<file path="src/rtl/rnd_unit.sv">
module rnd_unit #(
  parameter int MW = 24
) (
  input  logic [MW+1:0] mant_in,
  input  logic          sticky_in,
  input  logic          sign_in,
  input  logic [1:0]    mode,
  output logic [MW-1:0] mant_out,
  output logic          carry_out,
  output logic          inc_taken,
  output logic          inexact,
  output logic          ovf_to_inf
);

  localparam logic [1:0] M_NEAR = 2'b00;
  localparam logic [1:0] M_ZERO = 2'b01;
  localparam logic [1:0] M_PINF = 2'b10;
  localparam logic [1:0] M_NINF = 2'b11;

  logic [MW-1:0] kept;
  logic          grd, rnd;
  logic          up;

  assign kept    = mant_in[MW+1:2];
  assign grd     = mant_in[1];
  assign rnd     = mant_in[0];
  assign inexact = grd | rnd | sticky_in;

  always_comb begin
    unique case (mode)
      M_NEAR: up = grd & (rnd | sticky_in | kept[0]);
      M_ZERO: up = 1'b0;
      M_PINF: up = inexact & ~sign_in;
      M_NINF: up = inexact &  sign_in;
      default: up = 1'b0;
    endcase
  end

  always_comb begin
    unique case (mode)
      M_NEAR: ovf_to_inf = 1'b1;
      M_ZERO: ovf_to_inf = 1'b0;
      M_PINF: ovf_to_inf = ~sign_in;
      M_NINF: ovf_to_inf = sign_in;
      default: ovf_to_inf = 1'b0;
    endcase
  end

  assign inc_taken = up;
  assign {carry_out, mant_out} = {1'b0, kept} + {{MW{1'b0}}, up};

endmodule


</file>
<file path="config.mk">
export PLATFORM = sky130hd
export DESIGN_NAME = rnd_unit
export DESIGN_NICKNAME = d
export VERILOG_FILES = /design/src/rtl/rnd_unit.sv
export SDC_FILE = /design/constraint.sdc
export NUM_CORES = 1
export LEC_CHECK = 0
export BUFFER_PORTS_ARGS = -buffer_cell sky130_fd_sc_hd__buf_4
export CAP_MARGIN = 10
export CORE_MARGIN = 1.5
export CORE_UTILIZATION = 39
export DETAILED_ROUTE_END_ITERATION = 8
export PLACE_DENSITY = 0.93
export SYNTH_ARGS = -nofsm -noshare
export SYNTH_HDL_FRONTEND = slang
export SYNTH_SLANG_ARGS = --single-unit
</file>
<file path="constraint.sdc">
create_clock -name vclk -period 10.5
set_clock_uncertainty 0.15 [all_clocks]
set_input_delay 3.15 -clock vclk [all_inputs]
set_output_delay 3.15 -clock vclk [all_outputs]
set_load 0.005 [all_outputs]
</file>
## Yosys cells after proc, flatten, opt, wreduce, memory -nomap -nowiden

Index checks and enable logic that the tools add are counted.

- Equality and inequality tests: 3
- $mul: 0
- Divide/modulo/power cells: 0
- Reductions and logical operators: 1
- Add/sub/neg operators: 1
- Magnitude comparators: 0
- Bitwise gates (word level): 8
- Multiplexer cells: 2
- Shifts and indexed selects: 0

Operators with widths:

| operator | count |
|---|---|
| $add 24x1->25 | 1 |
| $pmux 1 s4 | 2 |
| $eq 2x2->1 const B | 2 |
| $or 1x1->1 | 4 |
| $and 1x1->1 | 3 |
| $eq 2x1->1 const B | 1 |
| $logic_not 2->1 | 1 |
| $not 1->1 | 1 |

- RAM bits: 0
- Output and inout bits: 28
- ROM bits: 0
- Latch bits: 0
- Memories kept: 0
- Word-level logic and storage cells: 15
- Input port bits: 30
- Flip-flop bits (word level): 0

## Longest topological paths before layout

Gate-level depths: netlist of the first run.

- Depth in word-level cells: 5
- Depth in mapped cells: 10
- Mapped depth without buffers: 10

## Worst setup path after synthesis of the first run

Ideal clock, no wire load.

- Path type: input to output
- Start: input port sign_in
- End: output port mant_out[10]
- Path buffers: 0
- Setup slack: 2.376 ns
- Arrival: 4.824 ns
- Stages: 10
- Path through: nand2_1 > xor2_1 > o21ai_0 > a21oi_1 > ha_1 > ha_1 > nand4_1 > nor2_4 > and3_1 > xor2_1

- Word-level cells in the longest chain between the ends: 4

Ends and longest elaborated chain:

| element | RTL line | source |
|---|---|---|
| start: declaration | 6 | `input logic sign_in,` |
| $not 1->1 | 33 | `M_PINF: up = inexact & ~sign_in;` |
| $and 1x1->1 | 33 |  |
| $pmux 1 s4 * | 30 | `unique case (mode)` |
| net inc_taken | 10 | `output logic inc_taken,` |
| $add 24x1->25 * | 50 | `assign {carry_out, mant_out} = {1'b0, kept} + {{MW{1'b0}}, up};` |
| end: declaration | 8 | `output logic [MW-1:0] mant_out,` |

Mark *: on every way through the listed nets, which the timed path passes. The rest lies on a longest branch.

## Final worst setup path of the first run

- Start: input port mode[1]
- End: output port mant_out[16]

- Word-level cells in the longest chain between the ends: 3

Ends and longest elaborated chain:

| element | RTL line | source |
|---|---|---|
| start: declaration | 7 | `input logic [1:0] mode,` |
| $eq 2x2->1, or another cell as far along | 30 |  |
| $pmux 1 s4 * | 30 |  |
| $add 24x1->25 * | 50 |  |

Mark *: on every way between the ends. The rest lies on a longest branch, timed or not.

==> impl_results.md, run 1 <==
* Outcome: complete, no violations
* Largest net degree at the start of global routing at 9
* Gpl congestion at approximately 0.85
* Post-CTS setup buffer count at 0
* Slew HR at 75.3%
* N_diodes at 0
* Drt wl/cell at roughly 13 um
* Max FO, Critical Path at 8
* Via total after detailed routing at 767
* Cell Area, Synth at approximately 500 um^2
* Min cycle time layout at roughly 8500 ps
* Setup-failing EPs final at 0
* Share of layout cells above drive strength 1 at 48.9%
* Antenna violations before repair at 0
* Post-DRT Antenna Nets at 0
* Final nets at 165
* Leading cell type in the layout, fill and taps excluded: buf_4
* Synth warn at 0
* Number of fillers in the final layout at just under 80
* Cell variety after synth at 19
* Crit. path cell count at 12
* First-pass GRT wire length at ~2.8 mm
* Core area at 1160 um^2
* Static Leak at between 0.0004 and 0.0005 uW
* Worst Setup Start Kind: primary input
* Setup TNS at 0 ps
* Hpwl dp at 1.62 mm
* Hold_buf cts at 0
* Final hold viol count at 0
* CP Cell Sequence: buf_4 > nand2_1 > xor2_1 > o21ai_0 > a21oi_1 > ha_1 > ha_1 > nand4_1 > nor2_4 > nand3_1 > xnor2_1 > buf_4
* Synth Area in Compound Gates at between 2 and 3%
* Synthesized area per cell at between 6 and 7 um^2
* Total gr overflow at 0
* Required time of the critical path at between 7000 and 8000 ps
* Starting density of the core at 44.0%
* CP max stage cell: ha_1
* CP Capture Type: output port
* Die H at ~39 um
* Fin crit share at just over 80%
* Post-Synth Simple-Gate Area at 50.4%
* Max IR drop VDD at 0.0251 mV
* Multi-input logic area at roughly 500 um^2
* Crit path to: mant_out[16]
* IO Port Bufs at 58
* Worst stage delay on the critical path at 250 ps
* FF+latch area at 0 um^2
* Synth Area in XOR/XNOR at around two fifths
* FF+latch count at 0
* Final-layout clock buffer total at 0
* Detailed Route WL at around 1.9 mm
* # DRC at 0
* Kind of cell adding the most delay to the critical path: simple AND/OR/NAND/NOR gates
* Post_cts resized at 0
* Final WS setup at 1990 ps
* Synth Area in Adders at 4.91%
* Worst Path Buf+Inv at 2
* Die ar. at about 1500 um^2
* Gr usage total at 25.7%
* Rows at 12
* Chip width at just under 40 um
* I/O Pins at between 50 and 60
* Vias in the first global route at between 600 and 700
* Via density at between 5 and 6
* Critical path type: primary input to output port
* Overall power consumption at 33.4 uW
* Crit path launch: mode[1]
* Worst slack at placement at 2020 ps
* Actual slew at the worst max-slew pin at about 370 ps
* Hold Crit Class: primary input to output port
* Max cap viols at 0
* Most frequent cells in the layout: 58 x buf_4, 17 x xnor2_1, 10 x nand3_1, 8 x nand2_1
* Area delta synth->final at 88.9%
* Max Freq at roughly 120 MHz
* Starting DRT DRC Count at 16
* Seq/Total Area, Yosys at 0%
* Largest family of logic cells by synthesized area: simple AND/OR/NAND/NOR gates
* Cell Pwr Density at between 30 and 40 nW/um^2
* CP arrival at between 5000 and 6000 ps
* Mux cell area share after synthesis at 0%
* Cells after Synth at 73
* First-pass DRT Iterations at 4
* Slew Limit Fails at 0
* Syn nets at 105
* RSZ-0062 raised after global routing: no
[synthesized netlist by cell type]
master | instances | area share [%]
a21oi_1 | 1 | 0.98
nand4_1 | 5 | 6.1
nor3_1 | 2 | 2.0
and3_1 | 2 | 2.5
nand2_1 | 8 | 5.9
or3_1 | 1 | 1.2
inv_1 | 3 | 2.2
nor2_1 | 6 | 4.4
nand4_2 | 2 | 4.9
xnor2_1 | 17 | 29
nand3_1 | 10 | 9.8
nor4_1 | 1 | 1.2
nand3_2 | 1 | 2.0
o21ai_0 | 2 | 2.0
ha_1 | 2 | 4.9
xor2_1 | 6 | 10
and4_1 | 1 | 1.7
nor2_4 | 1 | 2.2
nor3_4 | 2 | 6.4
[per-stage QoR]
stage	cell area (um^2)	hold slack, ps	util, %	instances
4_1_cts	962	6420	83.2	145
3_5_place_dp	962	6420	83.2	145
2_1_floorplan	509	6210	-	73
5_1_grt	962	6440	83.2	145
3_3_place_gp	962	6420	83.2	145
6_report	962	6420	83.2	145
[worst min path at each step]
stage	from	endpoint	slack, ps	cells after the start
after floorplan	mant_in[12]	mant_out[10]	6210	1
after global placement	mant_in[16]	mant_out[14]	6420	3
after detailed placement	mant_in[24]	mant_out[22]	6420	3
after CTS	mant_in[24]	mant_out[22]	6420	3
after global routing	mant_in[16]	mant_out[14]	6440	3
final	mant_in[16]	mant_out[14]	6420	3
[cells by family (layout without fill, tap and decap cells)]
kind of cell | after synthesis | in the layout
and+or+nand+nor | 42 | 42
buffers and inverters | 3 | 61
AOI/OAI and AO/OA | 3 | 3
adders and majority gates | 2 | 2
xor gates and xnor gates | 23 | 23
[where the power goes]
| part | switching, uW | internal (uW) | total (uW) |
|---|---|---|---|
| clock network | 0 | 0 | 0 |
| registers | 0 | 0 | 0 |
| logic | 13.7 | 19.7 | 33.4 |
[metal layers]
| metal | wire (um) | global-route usage, % | vias up |
|---|---|---|---|
| met4 | 68 | 12.1 | 0 |
| met1 | 658 | 27.5 | 328 |
| met5 | 0 | 0 | - |
| met3 | 176 | 2.89 | 10 |
| met2 | 966 | 48.8 | 54 |
| li1 | - | - | 375 |
[area by class of cell]
type,count,area share (%)
inverters,3,1.17
multi-input cells,70,51.8
well taps,14,1.82
repair buffers,58,45.3
No activity file was read; power rests on OpenSTA's default activity.
==> inputs of run 2 (changes only) <==
--- a/config.mk
+++ b/config.mk
@@ -8,9 +8,9 @@
 export BUFFER_PORTS_ARGS = -buffer_cell sky130_fd_sc_hd__buf_4
 export CAP_MARGIN = 10
 export CORE_MARGIN = 1.5
-export CORE_UTILIZATION = 39
+export CORE_UTILIZATION = 32
 export DETAILED_ROUTE_END_ITERATION = 8
-export PLACE_DENSITY = 0.93
+export PLACE_DENSITY = 0.82
 export SYNTH_ARGS = -nofsm -noshare
 export SYNTH_HDL_FRONTEND = slang
 export SYNTH_SLANG_ARGS = --single-unit
==> constraint.sdc (replaced) <==
create_clock -name vclk -period 7
set_clock_uncertainty 0.15 [all_clocks]
set_input_delay 2.1 -clock vclk [all_inputs]
set_output_delay 2.1 -clock vclk [all_outputs]
set_load 0.005 [all_outputs]
==> run 2 against run 1 <==
- critical path depth stayed put
- critical endpoint is now mant_out[10]
- power grew 46%
- non-clock buffer count did not move
- global-route usage down 9.5 points
- core utilization is 18 points lower
- first-iteration DRC count down 44%
- sequential cell count is the same
==> impl_results.md, run 2 (synthesis gave the netlist of run 1 again) <==
* Post-CTS setup buffer count at 0
* Post_cts resized at 0
* Via total after detailed routing at roughly 740
* First-pass GRT wire length at roughly 2.5 mm
* Fin cells at roughly 150
* Hold_buf cts at 0
* Critical path type: primary input to output port
* Chip width at between 40 and 50 um
* Hold Crit Class: primary input to output port
* Global-route met1 utilization at between 15 and 20%
* Largest net degree at the start of global routing at 9
* Leading cell type in the layout, fill and taps excluded: buf_4
* First-pass DRT Iterations at 4
* Total gr overflow at 0
* FF+latch count at 0
* Static Leak at ~0.00046 uW
* Max Freq at between 150 and 200 MHz
* Number of fillers in the final layout at between 100 and 150
* Gpl congestion at 0.835
* Die ar. at approximately 1800 um^2
* Min cycle time layout at between 6000 and 7000 ps
* Post-placement cell count at ~150
* Detailed Route WL at approximately 1.5 mm
* Post-DRT Antenna Nets at 0
* Gr usage total at ~16%
* Setup-failing EPs final at 0
* RSZ-0062 raised after global routing: no
* Slew Limit Fails at 0
* Via density at roughly 5.1
* Slew HR at between 70% and 80%
* Multi-input logic area at 498 um^2
* Max cap viols at 0
* Drt wl/cell at ~10 um
* CP arrival at 4050 ps
* CP Capture Type: output port
* Starting DRT DRC Count at 9
* Outcome: complete, no violations
* Starting density of the core at between 30% and 40%
* Hpwl dp at roughly 1.4 mm
* Core area at 1490 um^2
* Required time of the critical path at roughly 4800 ps
* Grt met3 use at roughly 1.3%
* Max FO, Critical Path at 8
* Final core occ at 64.8%
* Final-layout clock buffer total at 0
* IO Port Bufs at 58
* Share of layout cells above drive strength 1 at between 40% and 50%
* N_diodes at 0
* Cell Pwr Density at between 50 and 60 nW/um^2
* Actual slew at the worst max-slew pin at 349 ps
* Setup TNS at 0 ps
* Worst Setup Start Kind: primary input
* Met2 Usage GRT at between 30% and 40%
* Final WS setup at 705 ps
* Vias in the first global route at about 690
* FF+latch area at 0 um^2
* GRT busiest layer: met2
* Worst slack at placement at 670 ps
* Max IR drop VDD at 0.0278 mV
* Most frequent cells in the layout: 58 x buf_4, 17 x xnor2_1, 10 x nand3_1, 8 x nand2_1
* Die H at around 43 um
* # DRC at 0
* Fin crit share at 89.9%
* Antenna violations before repair at 0
* Area delta synth->final at 89.4%
* Final hold viol count at 0
* Final nets at 165
* Rows at 14
* I/O Pins at 58
* Final hold slack at approximately 4300 ps
## run 2: report_power, final
| group | switching [uW] | total, uW | internal (uW) |
|---|---|---|---|
| sequential | 0 | 0 | 0 |
| combinational | 19.3 | 48.6 | 29.3 |
| clock | 0 | 0 | 0 |
## run 2: path summary, 6_finish.rpt
kind / cells past startpoint / slack (ps) / start / to
min: 3 / 4320 / mant_in[0] / inexact
max: 12 / 700 / mode[1] / mant_out[10]
## run 2: layer usage
| metal | wire length (um) | vias to the layer above |
|---|---|---|
| met5 | 0 | - |
| met4 | 0 | 0 |
| met3 | 164 | 0 |
| met2 | 788 | 45 |
| met1 | 576 | 322 |
| li1 | - | 376 |
## run 2: layout make-up
cell class / count / area share, %
Multi-Input combinational cell: 70 / 51.6
Timing Repair Buffer: 58 / 45.1
Tap cell: 16 / 2.08
Inverter: 3 / 1.17
## run 2: critical path: stages
cell	delay [ps]
buf_4	110
nand2_1	60
xor2_1	170
o21ai_0	100
a21oi_1	180
ha_1	220
ha_1	220
nand4_1	180
nor2_4	210
and3_1	190
xor2_1	150
buf_4	130
## run 2: through the flow
stage                     power (uW)  instance area [um^2]
after floorplan                 14.9                   509
after global placement          48.2                   965
after detailed placement        49.1                   965
after CTS                       49.3                   965
after global routing            53.2                   965
final                           48.6                   965
==> inputs of run 3 (changes only) <==
--- a/config.mk
+++ b/config.mk
@@ -10,6 +10,7 @@
 export CORE_MARGIN = 1.5
 export CORE_UTILIZATION = 32
 export DETAILED_ROUTE_END_ITERATION = 8
+export GPL_TIMING_DRIVEN = 0
 export PLACE_DENSITY = 0.82
 export SYNTH_ARGS = -nofsm -noshare
 export SYNTH_HDL_FRONTEND = slang
==> run 3 against run 2 <==
- cell count did not move
- sequential cell count did not move
- first-iteration DRC count fell by 44%
- power rose by 0.19%
- worst hold slack improved by 6.9 ps
- largest power group unchanged
- critical endpoint unchanged
- count of clock-buffer cells in the layout did not move
- critical path depth did not move
- core utilization did not move
- combinational power barely moved
- maximum frequency fell by 0.63%
- via count fell by 0.94%
==> impl_results.md, run 3 (synthesis gave the netlist of run 1 again) <==
* Outcome: complete, no violations
* Max IR drop VDD at ~0.027 mV
* Hold_buf cts at 0
* FF+latch area at 0 um^2
* Slew Limit Fails at 0
* Required time of the critical path at around 4800 ps
* Grt met3 use at ~1.3%
* GRT busiest layer: met2
* Share of layout cells above drive strength 1 at ~50%
* Max Freq at roughly 160 MHz
* Starting DRT DRC Count at 5
* Core area at about 1500 um^2
* Max FO, Critical Path at 8
* Hpwl dp at approximately 1.4 mm
* Hold Crit Class: primary input to output port
* Worst stage delay on the critical path at around 240 ps
* Static Leak at between 0.0004 and 0.0005 uW
* Largest net degree at the start of global routing at 9
* Hold-critical path depth at 3
* Most frequent cells in the layout: 58 x buf_4, 17 x xnor2_1, 10 x nand3_1, 8 x nand2_1
* First-pass GRT wire length at between 2 and 2.5 mm
* FF+latch count at 0
* Vias in the first global route at roughly 650
* Final Cell Area at 965 um^2
* Final hold slack at about 4300 ps
* First-pass DRT Iterations at 4
* Area delta synth->final at 89.4%
* Rows at 14
* Setup TNS at 0 ps
* Final core occ at approximately two thirds
* Chip width at 42.9 um
* CP Cell Sequence: buf_4 > nand2_1 > xor2_1 > o21ai_0 > a21oi_1 > ha_1 > ha_1 > nand4_1 > nor2_4 > and3_1 > xor2_1 > buf_4
* Leading cell type in the layout, fill and taps excluded: buf_4
* Met2 Usage GRT at roughly a third
* Max cap viols at 0
* Crit path to: mant_out[10]
* CP max stage cell: ha_1
* Via total after detailed routing at 736
* Slew HR at between 70% and 80%
* Detailed Route WL at about 1.5 mm
* Gpl congestion at roughly 0.79
* IO Port Bufs at a little under 60
* Antenna violations before repair at 0
* CP Capture Type: output port
* Drt wl/cell at around 10 um
* Post-CTS setup buffer count at 0
* Fin crit share at between 90% and 100%
* Die H at ~43 um
* Post-DRT Antenna Nets at 0
* Post_cts resized at 0
* CP arrival at 4080 ps
* # DRC at 0
* Final-layout clock buffer total at 0
* Gr usage total at ~16%
* Final hold viol count at 0
* Post-Place Cell Area at a little under 1000 um^2
* Cell Pwr Density at roughly 51 nW/um^2
* Critical path type: primary input to output port
* Global-route met1 utilization at between 15 and 20%
* Setup-failing EPs final at 0
* Starting density of the core at about a third
* Die ar. at 1840 um^2
* Worst Setup Start Kind: primary input
* Final nets at roughly 170
* N_diodes at 0
* Total gr overflow at 0
* Crit path launch: mode[1]
* RSZ-0062 raised after global routing: no
* I/O Pins at between 50 and 60
* Min cycle time layout at 6330 ps
* Actual slew at the worst max-slew pin at 411 ps
* Via density at about 5.0
-- run 3: cell counts in the layout (fill, tap and decap cells not counted) --
No cell type changed its count.
-- run 3: worst min-delay path by stage --
stage	slack, ps	from	to
after floorplan	4110	mant_in[12]	mant_out[10]
after global placement	4320	sticky_in	inexact
after detailed placement	4320	mant_in[16]	mant_out[14]
after CTS	4320	mant_in[16]	mant_out[14]
after global routing	4340	mant_in[23]	mant_out[21]
final	4320	mant_in[16]	mant_out[14]
-- run 3: final cells by class --
type / count / area, um^2
fillers: 146 / 524
multi-input cells: 70 / 498
repair buffers: 58 / 435
well taps: 16 / 20.0
inverters: 3 / 11.3
-- run 3: critical path, delay by kind of cell --
kind	cells	cell delay, ps
compound gates	2	280
xor+xnor	2	320
fa+ha+maj	2	460
buf+inv	2	240
simple gates	4	680
-- run 3: routing by layer --
| metal | up-vias | wire (um) |
|---|---|---|
| li1 | 375 | - |
| met1 | 316 | 582 |
| met2 | 45 | 779 |
| met3 | 0 | 173 |
| met4 | 0 | 0 |
| met5 | - | 0 |
-- run 3: report_power, final --
part	leakage [uW]	internal, uW	switching (uW)
clock	0	0	0
combinational	0.000456	29.4	19.4
sequential	0	0	0
-- run 3: per-stage QoR --
step                      power (uW)  setup slack (ps)  instances
after global placement          48.0               706        147
after global routing            52.8               485        147
final                           48.7               665        147
after floorplan                 14.9               976         73
after CTS                       49.2               633        147
after detailed placement        49.0               643        147
